`config.mk`:
```
export PLATFORM = sky130hd
export DESIGN_NAME = mcu_reset_ctrl
export DESIGN_NICKNAME = d
export VERILOG_FILES = /design/src/rtl/rstc_pkg.sv /design/src/rtl/rstc_ext_filter.sv /design/src/rtl/rstc_hold_timer.sv /design/src/rtl/rstc_sequencer.sv /design/src/rtl/mcu_reset_ctrl.sv
export SDC_FILE = /design/constraint.sdc
export NUM_CORES = 1
export LEC_CHECK = 0
export BUFFER_PORTS_ARGS = -buffer_cell sky130_fd_sc_hd__buf_2
export CAP_MARGIN = 40
export CORE_MARGIN = 2
export CORE_UTILIZATION = 32
export CTS_CLUSTER_SIZE = 10
export DETAILED_ROUTE_END_ITERATION = 10
export GPL_TIMING_DRIVEN = 0
export PLACE_DENSITY_LB_ADDON = 0.15
export SKIP_LAST_GASP = 1
export SYNTH_ARGS = -nofsm -noshare
export SYNTH_HDL_FRONTEND = slang
export SYNTH_SLANG_ARGS = --single-unit
```
`constraint.sdc`:
```
create_clock -name clk -period 3.1 [get_ports clk]
set_input_delay 0.62 -clock clk [delete_from_list [all_inputs] [get_ports clk]]
set_output_delay 0.62 -clock clk [all_outputs]
set_load 0.02 [all_outputs]
```
`src/rtl/rstc_pkg.sv`:
```
package rstc_pkg;

    typedef enum logic [1:0] {
        ST_RUN  = 2'd0,
        ST_HOLD = 2'd1,
        ST_VLO  = 2'd2,
        ST_VHI  = 2'd3
    } rst_state_e;

    // One bit per reset source, bit0 = external ... bit3 = watchdog
    typedef struct packed {
        logic wdt;
        logic clk_stop;
        logic trap;
        logic ext;
    } cause_t;

    localparam int CAUSE_W = $bits(cause_t);

    function automatic logic addr_in_window(input int addr, input int lo, input int hi);
        return (addr >= lo) && (addr <= hi);
    endfunction

endpackage

```
`src/rtl/rstc_ext_filter.sv`:
```
module rstc_ext_filter #(
    parameter int QUAL = 12
) (
    input  logic clk,
    input  logic por_i,
    input  logic pin_n_i,
    input  logic mask_i,
    output logic ext_qual_o,
    output logic ext_new_o
);
    localparam int CNT_W = $clog2(QUAL + 1);
    localparam logic [CNT_W-1:0] CNT_MAX = CNT_W'(QUAL);
    localparam logic [CNT_W-1:0] CNT_PRE = CNT_W'(QUAL - 1);

    logic [CNT_W-1:0] low_cnt;

    // Count consecutive low samples; the pin is ignored while this block drives it
    always_ff @(posedge clk) begin
        if (por_i || mask_i) begin
            low_cnt <= '0;
        end else if (!pin_n_i) begin
            if (low_cnt != CNT_MAX) low_cnt <= low_cnt + 1'b1;
        end else begin
            low_cnt <= '0;
        end
    end

    assign ext_qual_o = (low_cnt == CNT_MAX);
    assign ext_new_o  = !pin_n_i && !mask_i && (low_cnt == CNT_PRE);

    assert_ext_needs_low_R1: assert property (@(posedge clk) disable iff (por_i)
        ext_qual_o |-> $past(!pin_n_i));

endmodule

```
`src/rtl/rstc_hold_timer.sv`:
```
module rstc_hold_timer #(
    parameter int HOLD = 1 << 20
) (
    input  logic clk,
    input  logic por_i,
    input  logic load_i,
    input  logic set_drive_i,
    output logic busy_o,
    output logic drive_o
);
    localparam int CNT_W = $clog2(HOLD + 1);
    localparam logic [CNT_W-1:0] LOAD_V = CNT_W'(HOLD - 1);

    logic [CNT_W-1:0] cnt;
    logic             drv_q;

    always_ff @(posedge clk) begin
        if (por_i) begin
            cnt <= '0;
        end else if (load_i) begin
            cnt <= LOAD_V;
        end else if (cnt != '0) begin
            cnt <= cnt - 1'b1;
        end
    end

    // Pin drive follows the timed hold that a fail-safe event started
    always_ff @(posedge clk) begin
        if (por_i) begin
            drv_q <= 1'b0;
        end else if (set_drive_i) begin
            drv_q <= 1'b1;
        end else if (cnt == '0) begin
            drv_q <= 1'b0;
        end
    end

    assign busy_o  = (cnt != '0);
    assign drive_o = drv_q;

    assert_drive_released_R5: assert property (@(posedge clk) disable iff (por_i)
        (drv_q && !busy_o && !set_drive_i) |=> !drv_q);

endmodule

```
`src/rtl/rstc_sequencer.sv`:
```
module rstc_sequencer
    import rstc_pkg::*;
(
    input  logic clk,
    input  logic por_i,
    input  logic rst_req_i,
    output logic sys_rst_o,
    output logic vec_rd_o,
    output logic vec_hi_o
);
    rst_state_e st, st_nxt;

    always_comb begin
        st_nxt = st;
        if (rst_req_i) begin
            st_nxt = ST_HOLD;
        end else begin
            unique case (st)
                ST_HOLD: st_nxt = ST_VLO;
                ST_VLO:  st_nxt = ST_VHI;
                ST_VHI:  st_nxt = ST_RUN;
                default: st_nxt = ST_RUN;
            endcase
        end
    end

    always_ff @(posedge clk) begin
        if (por_i) st <= ST_HOLD;
        else       st <= st_nxt;
    end

    assign sys_rst_o = (st == ST_HOLD);
    assign vec_rd_o  = (st == ST_VLO) || (st == ST_VHI);
    assign vec_hi_o  = (st == ST_VHI);

    assert_vec_order_R7: assert property (@(posedge clk) disable iff (por_i)
        (vec_rd_o && !vec_hi_o && !rst_req_i) |=> (vec_rd_o && vec_hi_o));

    assert_vec_outside_reset_R7: assert property (@(posedge clk) disable iff (por_i)
        vec_rd_o |-> !sys_rst_o);

endmodule

```
`src/rtl/mcu_reset_ctrl.sv`:
```
module mcu_reset_ctrl
    import rstc_pkg::*;
#(
    parameter int ADDR_W    = 16,
    parameter int EXT_QUAL  = 12,
    parameter int HOLD_CLKS = 1 << 20,
    parameter int TRAP_LO   = 'h0000,
    parameter int TRAP_HI   = 'h083F,
    parameter int VEC_BASE  = 'hFFFE
) (
    input  logic               clk,
    input  logic               por_i,
    input  logic               rst_pin_n_i,
    input  logic               fetch_valid_i,
    input  logic [ADDR_W-1:0]  fetch_addr_i,
    input  logic               osc_main_en_i,
    input  logic               osc_sub_en_i,
    input  logic               wdt_req_i,
    input  logic               cause_rd_i,
    output logic               sys_rst_o,
    output logic               pin_drive_o,
    output logic               vec_rd_o,
    output logic [ADDR_W-1:0]  vec_addr_o,
    output logic [CAUSE_W-1:0] cause_o
);
    localparam logic [ADDR_W-1:0] VEC_LO_ADDR = ADDR_W'(VEC_BASE);
    localparam logic [ADDR_W-1:0] VEC_HI_ADDR = ADDR_W'(VEC_BASE + 1);

    logic   ext_qual, ext_new;
    logic   trap_evt, clk_evt, timed_evt, failsafe_evt;
    logic   tmr_busy, drv;
    logic   rst_req, vec_hi;
    cause_t evt, cause_q;

    // Event detection
    assign trap_evt     = fetch_valid_i && addr_in_window(int'(fetch_addr_i), TRAP_LO, TRAP_HI);
    assign clk_evt      = !osc_main_en_i && !osc_sub_en_i;
    assign failsafe_evt = trap_evt || clk_evt;
    assign timed_evt    = failsafe_evt || wdt_req_i;

    rstc_ext_filter #(.QUAL(EXT_QUAL)) u_ext (
        .clk        (clk),
        .por_i      (por_i),
        .pin_n_i    (rst_pin_n_i),
        .mask_i     (drv),
        .ext_qual_o (ext_qual),
        .ext_new_o  (ext_new)
    );

    rstc_hold_timer #(.HOLD(HOLD_CLKS)) u_tmr (
        .clk         (clk),
        .por_i       (por_i),
        .load_i      (timed_evt),
        .set_drive_i (failsafe_evt),
        .busy_o      (tmr_busy),
        .drive_o     (drv)
    );

    assign rst_req = ext_qual || tmr_busy || timed_evt;

    rstc_sequencer u_seq (
        .clk       (clk),
        .por_i     (por_i),
        .rst_req_i (rst_req),
        .sys_rst_o (sys_rst_o),
        .vec_rd_o  (vec_rd_o),
        .vec_hi_o  (vec_hi)
    );

    // Cause register: newest event replaces, read clears, event beats read
    always_comb begin
        evt          = '0;
        evt.ext      = ext_new;
        evt.trap     = trap_evt;
        evt.clk_stop = clk_evt;
        evt.wdt      = wdt_req_i;
    end

    always_ff @(posedge clk) begin
        if (por_i)           cause_q <= '0;
        else if (|evt)       cause_q <= evt;
        else if (cause_rd_i) cause_q <= '0;
    end

    assign pin_drive_o = drv;
    assign vec_addr_o  = vec_hi ? VEC_HI_ADDR : VEC_LO_ADDR;
    assign cause_o     = cause_q;

    assert_trap_resets_R3: assert property (@(posedge clk) disable iff (por_i)
        trap_evt |=> sys_rst_o);

    assert_clkstop_drives_R4: assert property (@(posedge clk) disable iff (por_i)
        (!osc_main_en_i && !osc_sub_en_i) |=> (sys_rst_o && pin_drive_o));

    assert_drive_in_reset_R5: assert property (@(posedge clk) disable iff (por_i)
        pin_drive_o |-> sys_rst_o);

    assert_trap_cause_R8: assert property (@(posedge clk) disable iff (por_i)
        trap_evt |=> cause_o[1]);

endmodule

```
After elaboration in Yosys (flattened, before gate mapping):

Index checks and enable logic that the tools add are counted.

* bits in registers: 32
* latch bits: 0
* bits in writable memories: 0
* memory bits (read-only): 0
* input port bits: 24
* output and inout port bits: 23
* word-level logic and storage cells: 49
* memories: 0

* add/sub/neg operators: 2
* multipliers: 0
* divide/modulo/power cells: 0
* order comparisons: 1
* equality and inequality tests: 6
* shift-type cells: 0
* muxes and demuxes: 8
* bitwise operators: 0
* reduce and logical (&&, ||, !) cells: 23

Operator list (number)
* $mux 20: 2
* $logic_not 21->1: 1
* $reduce_bool 21->1: 1
* $sub 21x1->21 const B: 1
* $le 16x12->1 const B: 1
* $eq 4x4->1 const B: 2
* $mux 4: 2
* $logic_or 1x1->1: 6
* $reduce_bool 2->1: 3
* $reduce_or 2->1: 3
* $add 4x1->4 const B: 1
* $eq 2x2->1 const B: 2
* $logic_and 1x1->1: 4
* $logic_not 1->1: 4
* $ne 4x4->1 const B: 1
* $pmux 2 s2: 1
* $reduce_or 4->1: 1
* $mux 1: 3
* $eq 2x1->1 const B: 1

Longest topological paths before layout:

* depth in word-level cells: 6
* depth in mapped cells: 7
* gate-level depth less buffers: 7

Modules after synthesis:

Synthesis repeated with hierarchy kept, for this count alone.

* cells, all modules: 211
* area, all modules: 1800.5 um^2

By module, submodules not included
* rstc_hold_timer: instances 1, cells an instance 135, area an instance 1158.6 um^2
* mcu_reset_ctrl: instances 1, cells an instance 43, area an instance 332.8 um^2
* rstc_ext_filter: instances 1, cells an instance 23, area an instance 206.4 um^2
* rstc_sequencer: instances 1, cells an instance 10, area an instance 102.6 um^2

Worst setup path before layout:

Ideal clock, no wire load.

* kind: input -> register
* from: input fetch_addr_i[6]
* to: register u_tmr.cnt[10]
* library setup time: 0.070 ns
* arrival: 2.187 ns
* data required time: 3.030 ns
* slack: 0.842 ns
* cell stages on the path: 6
* path through: or4_1 > o2111a_1 > or2_2 > clkbuf_1 > clkbuf_1 > a21oi_1

* cells in the longest elaborated chain, start to end: 5

Ends and longest elaborated chain
* start, declared: RTL line mcu_reset_ctrl.sv:15 `input logic [ADDR_W-1:0] fetch_addr_i,`
* $le 16x12->1 (*): RTL line rstc_pkg.sv:21 `return (addr >= lo) && (addr <= hi);`
* $logic_and 1x1->1 (*): RTL line mcu_reset_ctrl.sv:36 `assign trap_evt = fetch_valid_i && addr_in_window(int'(fetch_addr_i), TRAP_LO, TRAP_HI);`
* $logic_or 1x1->1 (*): RTL line mcu_reset_ctrl.sv:38 `assign failsafe_evt = trap_evt || clk_evt;`
* $logic_or 1x1->1 (*): RTL line mcu_reset_ctrl.sv:39 `assign timed_evt = failsafe_evt || wdt_req_i;`
* $mux 20 or $reduce_bool 2->1 (tied branches)
* end signal, assigned: RTL line rstc_hold_timer.sv:23 `cnt <= cnt - 1'b1;`
* end, declared: RTL line rstc_hold_timer.sv:14 `logic [CNT_W-1:0] cnt;`

Every way passes the cells marked *; elsewhere a longest branch is shown, timed or not.
A chain may end at the register's enable or synchronous reset.

Worst setup path in the final report:

* from: input fetch_addr_i[6]
* to: register u_tmr.cnt[14]

Same word-level chain as after synthesis.

==> summary.md <==
| Metric | Value |
|---|---|
| First-pass GRT wire length | `6980 um` |
| Mapped Avg Cell Area | `8.66 um^2` |
| Skew-Pair Late Insertion Delay | `280 ps` |
| Total of max-cap violations | `0` |
| Internal reg-to-reg setup slack | `760 ps` |
| Worst Tran Pin Value | `896 ps` |
| Site row count | `27` |
| Num ports | `47` |
| Final Hold Fails | `0` |
| P per Cell Area | `449 nW/um^2` |
| Via count | `1594` |
| Mapped cell area | `1810 um^2` |
| # resized after CTS | `0` |
| Starting DRT DRC Count | `57` |
| CTS tree | `built` |
| Final Net Count | `287` |
| Cells after synthesis | `209` |
| 1st-pass router iterations | `4` |
| Setup Fix Bufs, Post-CTS | `0` |
| Commonest non-fill, non-tap cell in the layout | `dfxtp_1` |
| Dominant synthesized flop cell | `dfxtp_1` |
| Min-delay src | `cause_o[0]` |
| Num CTS Buffers | `5` |
| Post-synth EDFFs | `0` |
| Die area | `6280 um^2` |
| Antenna Nets Post-Route | `0` |
| Routed wire per std cell | `12.4 um` |
| Post-synth cell types | `41` |
| Drt total wl | `4080 um` |
| Final max-slew violation count | `0` |
| Initial antenna violation count | `0` |
| Worst vdd ir | `0.000157 V` |
| H-tree depth | `2` |
| Dpl hpwl | `3070 um` |
| Vias/cell | `4.84` |
| Worst rel slew slack | `39.7%` |
| Async set-reset flop share out of synthesis | `0%` |
| Final RePlAce weighted congestion | `0.810` |
| Vias in the first global route | `1448` |
| Tot GR Track Use | `14.2%` |
| Yosys warnings | `0` |
| Share of cells above drive strength 1 | `27.6%` |
| RSZ-0062 raised after global routing | `no` |
| Die height | `79.2 um` |
| GRT Residual Overflow | `0` |
| Core area | `5470 um^2` |
| Required time of the critical path | `3310 ps` |
| Total negative slack | `0 ps` |
| Crit path arrival time | `2570 ps` |
| Crit Path Category | `in -> reg` |
| PortBufs | `25` |
| Worst Hold Class | `reg -> reg` |
| Final worst-path cycle share | `76.2%` |
| Clk buf depth | `2` |
| Final worst setup slack | `739 ps` |
| Commonest non-fill, non-tap cells in the layout | `32 x dfxtp_1, 26 x buf_2, 17 x buf_4` |
| Max Freq | `424 MHz` |
| CTS root buf | `clkbuf_8` |
| Pin count of the biggest net entering global routing | `11` |
| Setup Viol. Count Final | `0` |
| Leakage power | `0.853 nW` |
| Starting density of the core | `33.1%` |
| Crit end category | `register` |
| Reg2reg path depth | `6` |
| Drt drc | `0` |
| Slowest stage cell on the critical path | `or4_1` |
| R2R Path End | `u_tmr.cnt[15]` |
| Reg clk slew, reported paths | `60 ps` |
| Outcome | `complete, no violations` |
| Seq cells post-synth | `32` |
| Skew final | `7.49 ps` |
| Hold Path Cell Cnt | `2` |
| # diodes | `0` |
| CP max stage delay | `530 ps` |
| Reg2reg start | `u_tmr.cnt[10]` |
| Horiz. Die Dim | `79.2 um` |
| Sequential fraction of the synthesis area | `35.4%` |
| Place WS | `418 ps` |
| CP cell instances | `buf_2 -> or4_1 -> o2111a_1 -> or2_2 -> clkbuf_1 -> clkbuf_1 -> a21oi_1` |
| CTS sink cnt | `32` |
| Worst Setup EP | `u_tmr.cnt[14]` |
| Hold_buf cts | `0` |
| Peak fanout along the critical path | `10` |
| CP startpoint | `fetch_addr_i[6]` |
| Synth-to-Final Area Change | `20.2%` |
| Startpoint type of the worst setup path | `input port` |
| Final min period | `2360 ps` |
| Most used cell, CP | `clkbuf_1` |
-- cells in the mapped netlist (4+ instances only) --
| library cell | instances | share of area, % |
|---|---|---|
| or2_2 | 4 | 1.4 |
| nor3_1 | 7 | 1.9 |
| ha_1 | 7 | 4.8 |
| or4_1 | 4 | 1.7 |
| nand2_1 | 8 | 1.7 |
| xor2_1 | 6 | 2.9 |
| nor4_1 | 9 | 3.1 |
| a31oi_1 | 9 | 3.1 |
| clkbuf_1 | 6 | 1.2 |
| buf_4 | 17 | 7.0 |
| nand4_1 | 7 | 2.4 |
| nor2_1 | 12 | 2.5 |
| dfxtp_1 | 32 | 35 |
| nand3_1 | 5 | 1.4 |
| inv_1 | 7 | 1.5 |
| xnor2_1 | 4 | 1.9 |
| a21oi_1 | 16 | 4.4 |
| o21ai_0 | 6 | 1.7 |
| or3_1 | 5 | 1.7 |
-- kinds of logic after synthesis --
kind of cell             share of synthesized area [%]
other                                            0.207
XOR/XNOR                                          4.84
buffers and inverters                             10.4
adder cells (fa/ha/maj)                           4.84
AO/OA/AOI/OAI                                     14.1
flip-flops                                        35.4
multiplexers                                     0.553
AND/OR/NAND/NOR                                   29.7
-- metal layers --
metal,share of wire [%],vias to the layer above,global-route usage (%)
li1,-,839,-
met1,51,718,19.6
met2,44,30,21.9
met3,3.2,7,2.05
met4,2.0,0,6.21
met5,0,-,0
-- cell type report --
cell class / count / area [um^2]
buffer: 24 / 161
clock buffer: 6 / 82.6
clock inverter: 2 / 10.0
fill: 586 / 3300
inverter: 7 / 26.3
multi-input combinational: 160 / 1030
sequential: 32 / 641
tap: 72 / 90.1
timing repair buffer: 26 / 130
-- worst min-delay path by stage --
stage	endpoint
after floorplan	u_tmr.cnt[13]
after global placement	cause_o[2]
after detailed placement	cause_o[0]
after CTS	cause_o[2]
after global routing	cause_o[0]
final	cause_o[0]
-- state kept, by name, summed over array words and instances (netlist names) --
signal,count
u_seq.st,2
cause_o,4
u_tmr.cnt,21
u_ext.low_cnt,4
u_tmr.drive_o,1
-- power breakdown --
group / leakage, nW / switching, mW / internal [mW]
Sequential: 0.266 / 0.0329 / 0.440
Clock: 0.0510 / 0.158 / 0.177
Combinational: 0.536 / 0.0958 / 0.0723
-- worst max-delay path: cells and delay by family --
kind	cells	cell delay, ps
and+or+nand+nor	2	830
buffers and inverters	3	650
AOI/OAI and AO/OA	2	450
-- through the flow --
step / util, % / area (um^2) / hold slack, ps / cells / power [mW]
after floorplan: - / 1860 / 476 / 223 / 0.602
after global placement: 38.0 / 2080 / 467 / 320 / 0.647
final: 39.8 / 2180 / 475 / 329 / 0.976
after CTS: 39.8 / 2180 / 480 / 329 / 0.985
after global routing: 39.8 / 2180 / 495 / 329 / 1.03
after detailed placement: 38.1 / 2080 / 469 / 321 / 0.649
Note: power is estimated with default switching activity, not from simulation.
